$ cat src/rtl/rst_cause_pkg.sv
package rst_cause_pkg;

  localparam int REG_W  = 16;
  localparam int NUM_EV = 11;

  // flag positions (software decodes these)
  localparam int B_TRAP = 15;
  localparam int B_ILL  = 14;
  localparam int B_CM   = 9;
  localparam int B_EXT  = 7;
  localparam int B_SW   = 6;
  localparam int B_WDT  = 4;
  localparam int B_SLP  = 3;
  localparam int B_IDL  = 2;
  localparam int B_BOR  = 1;
  localparam int B_POR  = 0;

  // event vector indices
  localparam int EV_TRAP = 0;
  localparam int EV_ILL  = 1;
  localparam int EV_CM   = 2;
  localparam int EV_EXT  = 3;
  localparam int EV_SW   = 4;
  localparam int EV_WDT  = 5;
  localparam int EV_SLP  = 6;
  localparam int EV_IDL  = 7;
  localparam int EV_BOR  = 8;
  localparam int EV_POR  = 9;
  localparam int EV_WCLR = 10;

  typedef logic [NUM_EV-1:0] evt_vec_t;
  typedef logic [REG_W-1:0]  flag_word_t;

  function automatic evt_vec_t ev_bit(int idx);
    return evt_vec_t'(1) << idx;
  endfunction

  // events that force a flag to one
  function automatic evt_vec_t set_sources(int b);
    case (b)
      B_TRAP:  return ev_bit(EV_TRAP);
      B_ILL:   return ev_bit(EV_ILL);
      B_CM:    return ev_bit(EV_CM);
      B_EXT:   return ev_bit(EV_EXT);
      B_SW:    return ev_bit(EV_SW);
      B_WDT:   return ev_bit(EV_WDT);
      B_SLP:   return ev_bit(EV_SLP);
      B_IDL:   return ev_bit(EV_IDL);
      B_BOR:   return ev_bit(EV_BOR) | ev_bit(EV_POR);
      B_POR:   return ev_bit(EV_POR);
      default: return '0;
    endcase
  endfunction

  // events that force a flag to zero
  function automatic evt_vec_t clr_sources(int b);
    evt_vec_t cold;
    cold = ev_bit(EV_BOR) | ev_bit(EV_POR);
    case (b)
      B_TRAP, B_ILL, B_CM, B_EXT, B_SW, B_SLP, B_IDL: return cold;
      B_WDT:   return cold | ev_bit(EV_SLP) | ev_bit(EV_IDL) | ev_bit(EV_WCLR);
      default: return '0;
    endcase
  endfunction

  function automatic flag_word_t impl_mask();
    flag_word_t m;
    m = '0;
    for (int b = 0; b < REG_W; b++) m[b] = |set_sources(b);
    return m;
  endfunction

endpackage

$ cat src/rtl/rst_cause_rst_sync.sv
module rst_cause_rst_sync #(
  parameter int STAGES = 2
) (
  input  logic clk,
  input  logic rst_n,
  output logic rst_n_sync
);
  logic [STAGES-1:0] sync_q;

  always_ff @(posedge clk or negedge rst_n) begin
    if (!rst_n) sync_q <= '0;
    else        sync_q <= {sync_q[STAGES-2:0], 1'b1};
  end

  assign rst_n_sync = sync_q[STAGES-1];
endmodule

$ cat src/rtl/rst_cause_evt_map.sv
module rst_cause_evt_map
  import rst_cause_pkg::*;
#(
  parameter int W = REG_W
) (
  input  evt_vec_t     ev,
  output logic [W-1:0] set_vec,
  output logic [W-1:0] clr_vec
);
  for (genvar b = 0; b < W; b++) begin : g_bit
    localparam evt_vec_t SET_SEL = set_sources(b);
    localparam evt_vec_t CLR_SEL = clr_sources(b);
    assign set_vec[b] = |(ev & SET_SEL);
    assign clr_vec[b] = |(ev & CLR_SEL);
  end
endmodule

$ cat src/rtl/rst_cause_cell.sv
module rst_cause_cell #(
  parameter bit IMPL = 1'b1
) (
  input  logic clk,
  input  logic rst_n,
  input  logic set_i,
  input  logic clr_i,
  input  logic wr_en_i,
  input  logic wr_bit_i,
  output logic q_o
);
  logic q_d, q_en, q_r;

  always_comb begin
    q_d = q_r;
    if (wr_en_i) q_d = wr_bit_i;
    if (clr_i)   q_d = 1'b0;
    if (set_i)   q_d = 1'b1;
    if (!IMPL)   q_d = 1'b0;
    q_en = wr_en_i | clr_i | set_i;
  end

  always_ff @(posedge clk or negedge rst_n) begin
    if (!rst_n)    q_r <= 1'b0;
    else if (q_en) q_r <= q_d;
  end

  assign q_o = q_r;
endmodule

$ cat src/rtl/rst_cause_reg.sv
module rst_cause_reg
  import rst_cause_pkg::*;
#(
  parameter int W = REG_W
) (
  input  logic         clk,
  input  logic         rst_n,
  input  logic         evt_trap_conflict,
  input  logic         evt_illegal,
  input  logic         evt_cfg_mismatch,
  input  logic         evt_ext_pin,
  input  logic         evt_sw_reset,
  input  logic         evt_wdt_timeout,
  input  logic         evt_sleep,
  input  logic         evt_idle,
  input  logic         evt_brownout,
  input  logic         evt_power_on,
  input  logic         evt_wdt_clear,
  input  logic         wr_en,
  input  logic [W-1:0] wr_data,
  output logic [W-1:0] rd_data
);
  localparam flag_word_t IMPL = impl_mask();

  logic         rst_n_sync;
  evt_vec_t     ev_vec;
  logic [W-1:0] set_vec, clr_vec, flags;

  always_comb begin
    ev_vec          = '0;
    ev_vec[EV_TRAP] = evt_trap_conflict;
    ev_vec[EV_ILL]  = evt_illegal;
    ev_vec[EV_CM]   = evt_cfg_mismatch;
    ev_vec[EV_EXT]  = evt_ext_pin;
    ev_vec[EV_SW]   = evt_sw_reset;
    ev_vec[EV_WDT]  = evt_wdt_timeout;
    ev_vec[EV_SLP]  = evt_sleep;
    ev_vec[EV_IDL]  = evt_idle;
    ev_vec[EV_BOR]  = evt_brownout;
    ev_vec[EV_POR]  = evt_power_on;
    ev_vec[EV_WCLR] = evt_wdt_clear;
  end

  rst_cause_rst_sync #(.STAGES(2)) u_sync (
    .clk(clk), .rst_n(rst_n), .rst_n_sync(rst_n_sync)
  );

  rst_cause_evt_map #(.W(W)) u_map (
    .ev(ev_vec), .set_vec(set_vec), .clr_vec(clr_vec)
  );

  for (genvar b = 0; b < W; b++) begin : g_flag
    rst_cause_cell #(.IMPL(IMPL[b])) u_cell (
      .clk(clk), .rst_n(rst_n_sync),
      .set_i(set_vec[b]), .clr_i(clr_vec[b]),
      .wr_en_i(wr_en), .wr_bit_i(wr_data[b]),
      .q_o(flags[b])
    );
  end

  assign rd_data = flags;
endmodule

$ cat config.mk
export PLATFORM = sky130hd
export DESIGN_NAME = rst_cause_reg
export DESIGN_NICKNAME = d
export VERILOG_FILES = /design/src/rtl/rst_cause_pkg.sv /design/src/rtl/rst_cause_rst_sync.sv /design/src/rtl/rst_cause_evt_map.sv /design/src/rtl/rst_cause_cell.sv /design/src/rtl/rst_cause_reg.sv
export SDC_FILE = /design/constraint.sdc
export NUM_CORES = 1
export LEC_CHECK = 0
export ABC_CLOCK_PERIOD_IN_PS = 800
export BUFFER_PORTS_ARGS = -buffer_cell sky130_fd_sc_hd__buf_2
export CORE_UTILIZATION = 23
export DETAILED_ROUTE_END_ITERATION = 8
export PLACE_DENSITY = 0.49
export SKIP_LAST_GASP = 1
export SYNTH_ARGS = -nofsm -noshare
export SYNTH_HDL_FRONTEND = slang
export SYNTH_SLANG_ARGS = --single-unit
$ cat constraint.sdc
create_clock -name clk -period 0.8 [get_ports clk]
set_input_delay 0.12 -clock clk [delete_from_list [all_inputs] [get_ports clk]]
set_output_delay 0.12 -clock clk [all_outputs]
set_load 0.05 [all_outputs]
==> results.txt <==
- Input and output buffers added on the ports amount to 33.
* Post-placement setup slack: -0.105 ns
- Sinks on the clock net: 12
- After synthesis, the mean cell area works out to 11.4 um^2.
* Run status: finished with violations
- For this run, design rule violations remaining after detail routing come to 0.
- The first global-routing pass estimated ~1.9 mm of wire.
- Clock-pin slew was measured on the worst setup and hold paths at about 0.080 ns.
- Overflow left after global routing: 0
- Of the cells placed in the final design, the portion with a size suffix greater than 1 is 51.8%.
* CTS H-tree lvls: 1
* Cell-by-cell trace of the critical path: buf_6
- During synthesis, Yosys emitted a total of 0 warnings.
- For this run, the detailed router's first-pass iteration total came to 2.
- Failing checks: negative setup slack
- The via count of the first global-routing pass is 421.
- Final routed wirelength across all metal layers: 1.18 mm
- Post-DP HPWL: ~920 um
- In the synthesized netlist the dominant register cell turns out to be dfrtp_1.
* Register area share after synthesis: 47.9%
- By count the netlist is led by buf_4, dfrtp_1, mux2i_1.
- The initial antenna violation count came to 0.
* Start of the worst register-to-register path: g_flag[4].u_cell.q_o
* Antenna diode count: 0
* Number of distinct library cells after synthesis: 14
* Proportion of netlist area held by the largest area contributor: 47.9%
- In this run the worst hold path is classified as in -> reg.
* Final core area utilization: between 30% and 40%
* Antenna-violating nets left: 0
- Count leader, synth: buf_4
* Max-slew violation total from the final report: 0
* Post-Synthesis Cells: 55
* Share of flip-flops with an asynchronous set or reset: 100%
- During I/O placement, the number of pins put on the boundary was between 40 and 50.
- Width of the chip: 54.2 um
- The tree is rooted in a clkbuf_4.
* Clock tree from TritonCTS: yes
- Fmax: 1050 MHz
- CTS Buf Count: 3
- VDD sags by at most about 0.76 mV.
* Min setup slack post-route: -0.154 ns
- Cell area after synthesis: 627 um^2
* Die Y-Extent: between 50 and 60 um
- Excluding fillers, the count of instances in the completed layout stands at around 120.
* Type of the worst setup path: reg -> out
* Setup repair after global routing missed its margin: true
- Maximum clock path buffer count: 2
- At the worst endpoint, the arrival time is between 0.8 and 0.9 ns.
- STA classifies the critical path startpoint as a register.
- Summing all non-filler instances in the final layout gives an area of 880 um^2.
- Ranked by total cell area, the synthesized netlist is headed by dfrtp_1, buf_4, mux2i_1, o21bai_1, mux2_1.
- Number of instances in the placed design: 109
- Worst-path cell with the longest stage delay: dfrtp_1
- Sum of buffers and inverters on the critical path: 1
- Top delay family on crit path: flip-flops
- Die footprint: approximately 3000 um^2
- After floorplanning, the core was sized to cover around 2500 um^2.
* Crit. End Element: primary output
- The worst path in the final design needs a cycle of approximately 0.95 ns, including I/O delays and setup.
* Crit path max fanout: 2
- Number of failing setup endpoints in the final timing report: 14
- Post-synth EDFFs: 0
- The analysis attributes to cell leakage a power of 0.451 nW.
* Cell type with the largest total area after synthesis: dfrtp_1
* Area overhead of the layout relative to synthesis: 40.3%
- Net count, final: roughly 120
- Ratio of final minimum period to clock period: 119%
- Launch point of the critical path: g_flag[6].u_cell.q_o
- Vias/cell: 3.94
- Routability Congestion: 0.597
- After synthesis the netlist holds a flip-flop and latch count of 12.
* Clock latency at the later pin of the worst-skew pair: between 0.2 and 0.3 ns
- The worst hold path begins at evt_wdt_timeout.
- Largest stage delay, worst path: 0.40 ns
- For the final database, setup skew stands at 0.00425 ns.
- The initial utilization of the core area, before any placement, comes to 24.9%.
- Hold Fails Final Rpt: 0
- Floorplan row count: 18
* Routed length per placed instance: 10.3 um
* Total design power: between 1 and 1.5 mW
- Power per standard cell area: about 1700 nW/um^2
- The detailed router finished its first iteration with 4 violations.
* MaxCap Viol Count: 0
* Total GRT Usage: 9.29%
- Entering global routing, the biggest net connects 11 pins.
* Total cell area at the placement stage: roughly 760 um^2
* Total via count in the routed design: 453
- For the worst setup path, the data required time is 0.68 ns.
## final cells by class
class                   instances  area, um^2
fillers                       264        1640
multi-input cells              30         224
flip-flops and latches         12         300
repair buffers                 40         295
clock buffers                   3        22.5
well taps                      30        37.5
## timing repair
action / 4_1_cts / 5_1_grt
buffers inserted: 1 / 1
hold buffers: 1 / 0
endpoints found under the hold margin: 2 / 0
gates resized for setup: 20 / 2
endpoints found under the setup margin: 12 / 13
## routing by layer
| layer | track usage [%] | part of all wire (%) | vias up |
|---|---|---|---|
| met5 | 0 | 0 | - |
| met4 | 5.13 | 0 | 0 |
| met3 | 2.54 | 8.4 | 0 |
| met2 | 13.8 | 47 | 25 |
| met1 | 12.0 | 44 | 203 |
| li1 | - | - | 225 |
## cells by family after synthesis
| family | count (synthesis) | synth area share [%] |
|---|---|---|
| AND/OR/NAND/NOR | 5 | 3.99 |
| flip-flops | 12 | 47.9 |
| AO/OA/AOI/OAI | 9 | 11.2 |
| multiplexers | 9 | 14.6 |
| other | 2 | 1.20 |
| buffers and inverters | 18 | 21.2 |
## power by group
group | internal, mW | leakage (nW) | switching (mW) | total [mW]
Sequential | 0.643 | 0.133 | 0.0332 | 0.676
Combinational | 0.179 | 0.304 | 0.253 | 0.432
Clock | 0.174 | 0.0138 | 0.193 | 0.366
Total | 0.996 | 0.451 | 0.479 | 1.47
## cells in the final DEF (no fill, tap or decap)
cell,n
buf_6,10
conb_1,7
o21bai_1,7
nor3_1,1
buf_12,1
a211o_1,1
or2_0,1
nor2b_4,1
nor2_1,1
dlygate4sd3_1,1
buf_2,23
a31o_1,1
dfrtp_1,12
mux2i_1,8
clkbuf_4,3
buf_4,5
nand2_1,1
mux2_4,1
## flip-flops by register name, summed over array words and instances (netlist names)
name	flops
g_flag.u_cell.q_o	10
u_sync.sync_q	2
## through the flow
stage / hold slack [ns] / setup TNS [ns]
floorplan: -0.176 / -0.0885
global placement: -0.0936 / -0.310
detailed placement: -0.0943 / -0.467
CTS: 0.0317 / -1.72
global route: 0.0335 / -2.13
finish: 0.0414 / -1.61
## path summary, 6_finish.rpt
path	endpoint	depth (start not counted)	slack [ns]
min reg2reg	g_flag[6].u_cell.q_o	0	0.17
max	rd_data[6]	1	-0.15
min	g_flag[4].u_cell.q_o	2	0.04
min in group asynchronous	u_sync.sync_q[0]	2	0.16
max reg2reg	g_flag[4].u_cell.q_o	2	-0.14
max in group asynchronous	g_flag[15].u_cell.q_o	0	0.34
(Power assumes the default switching activity.)
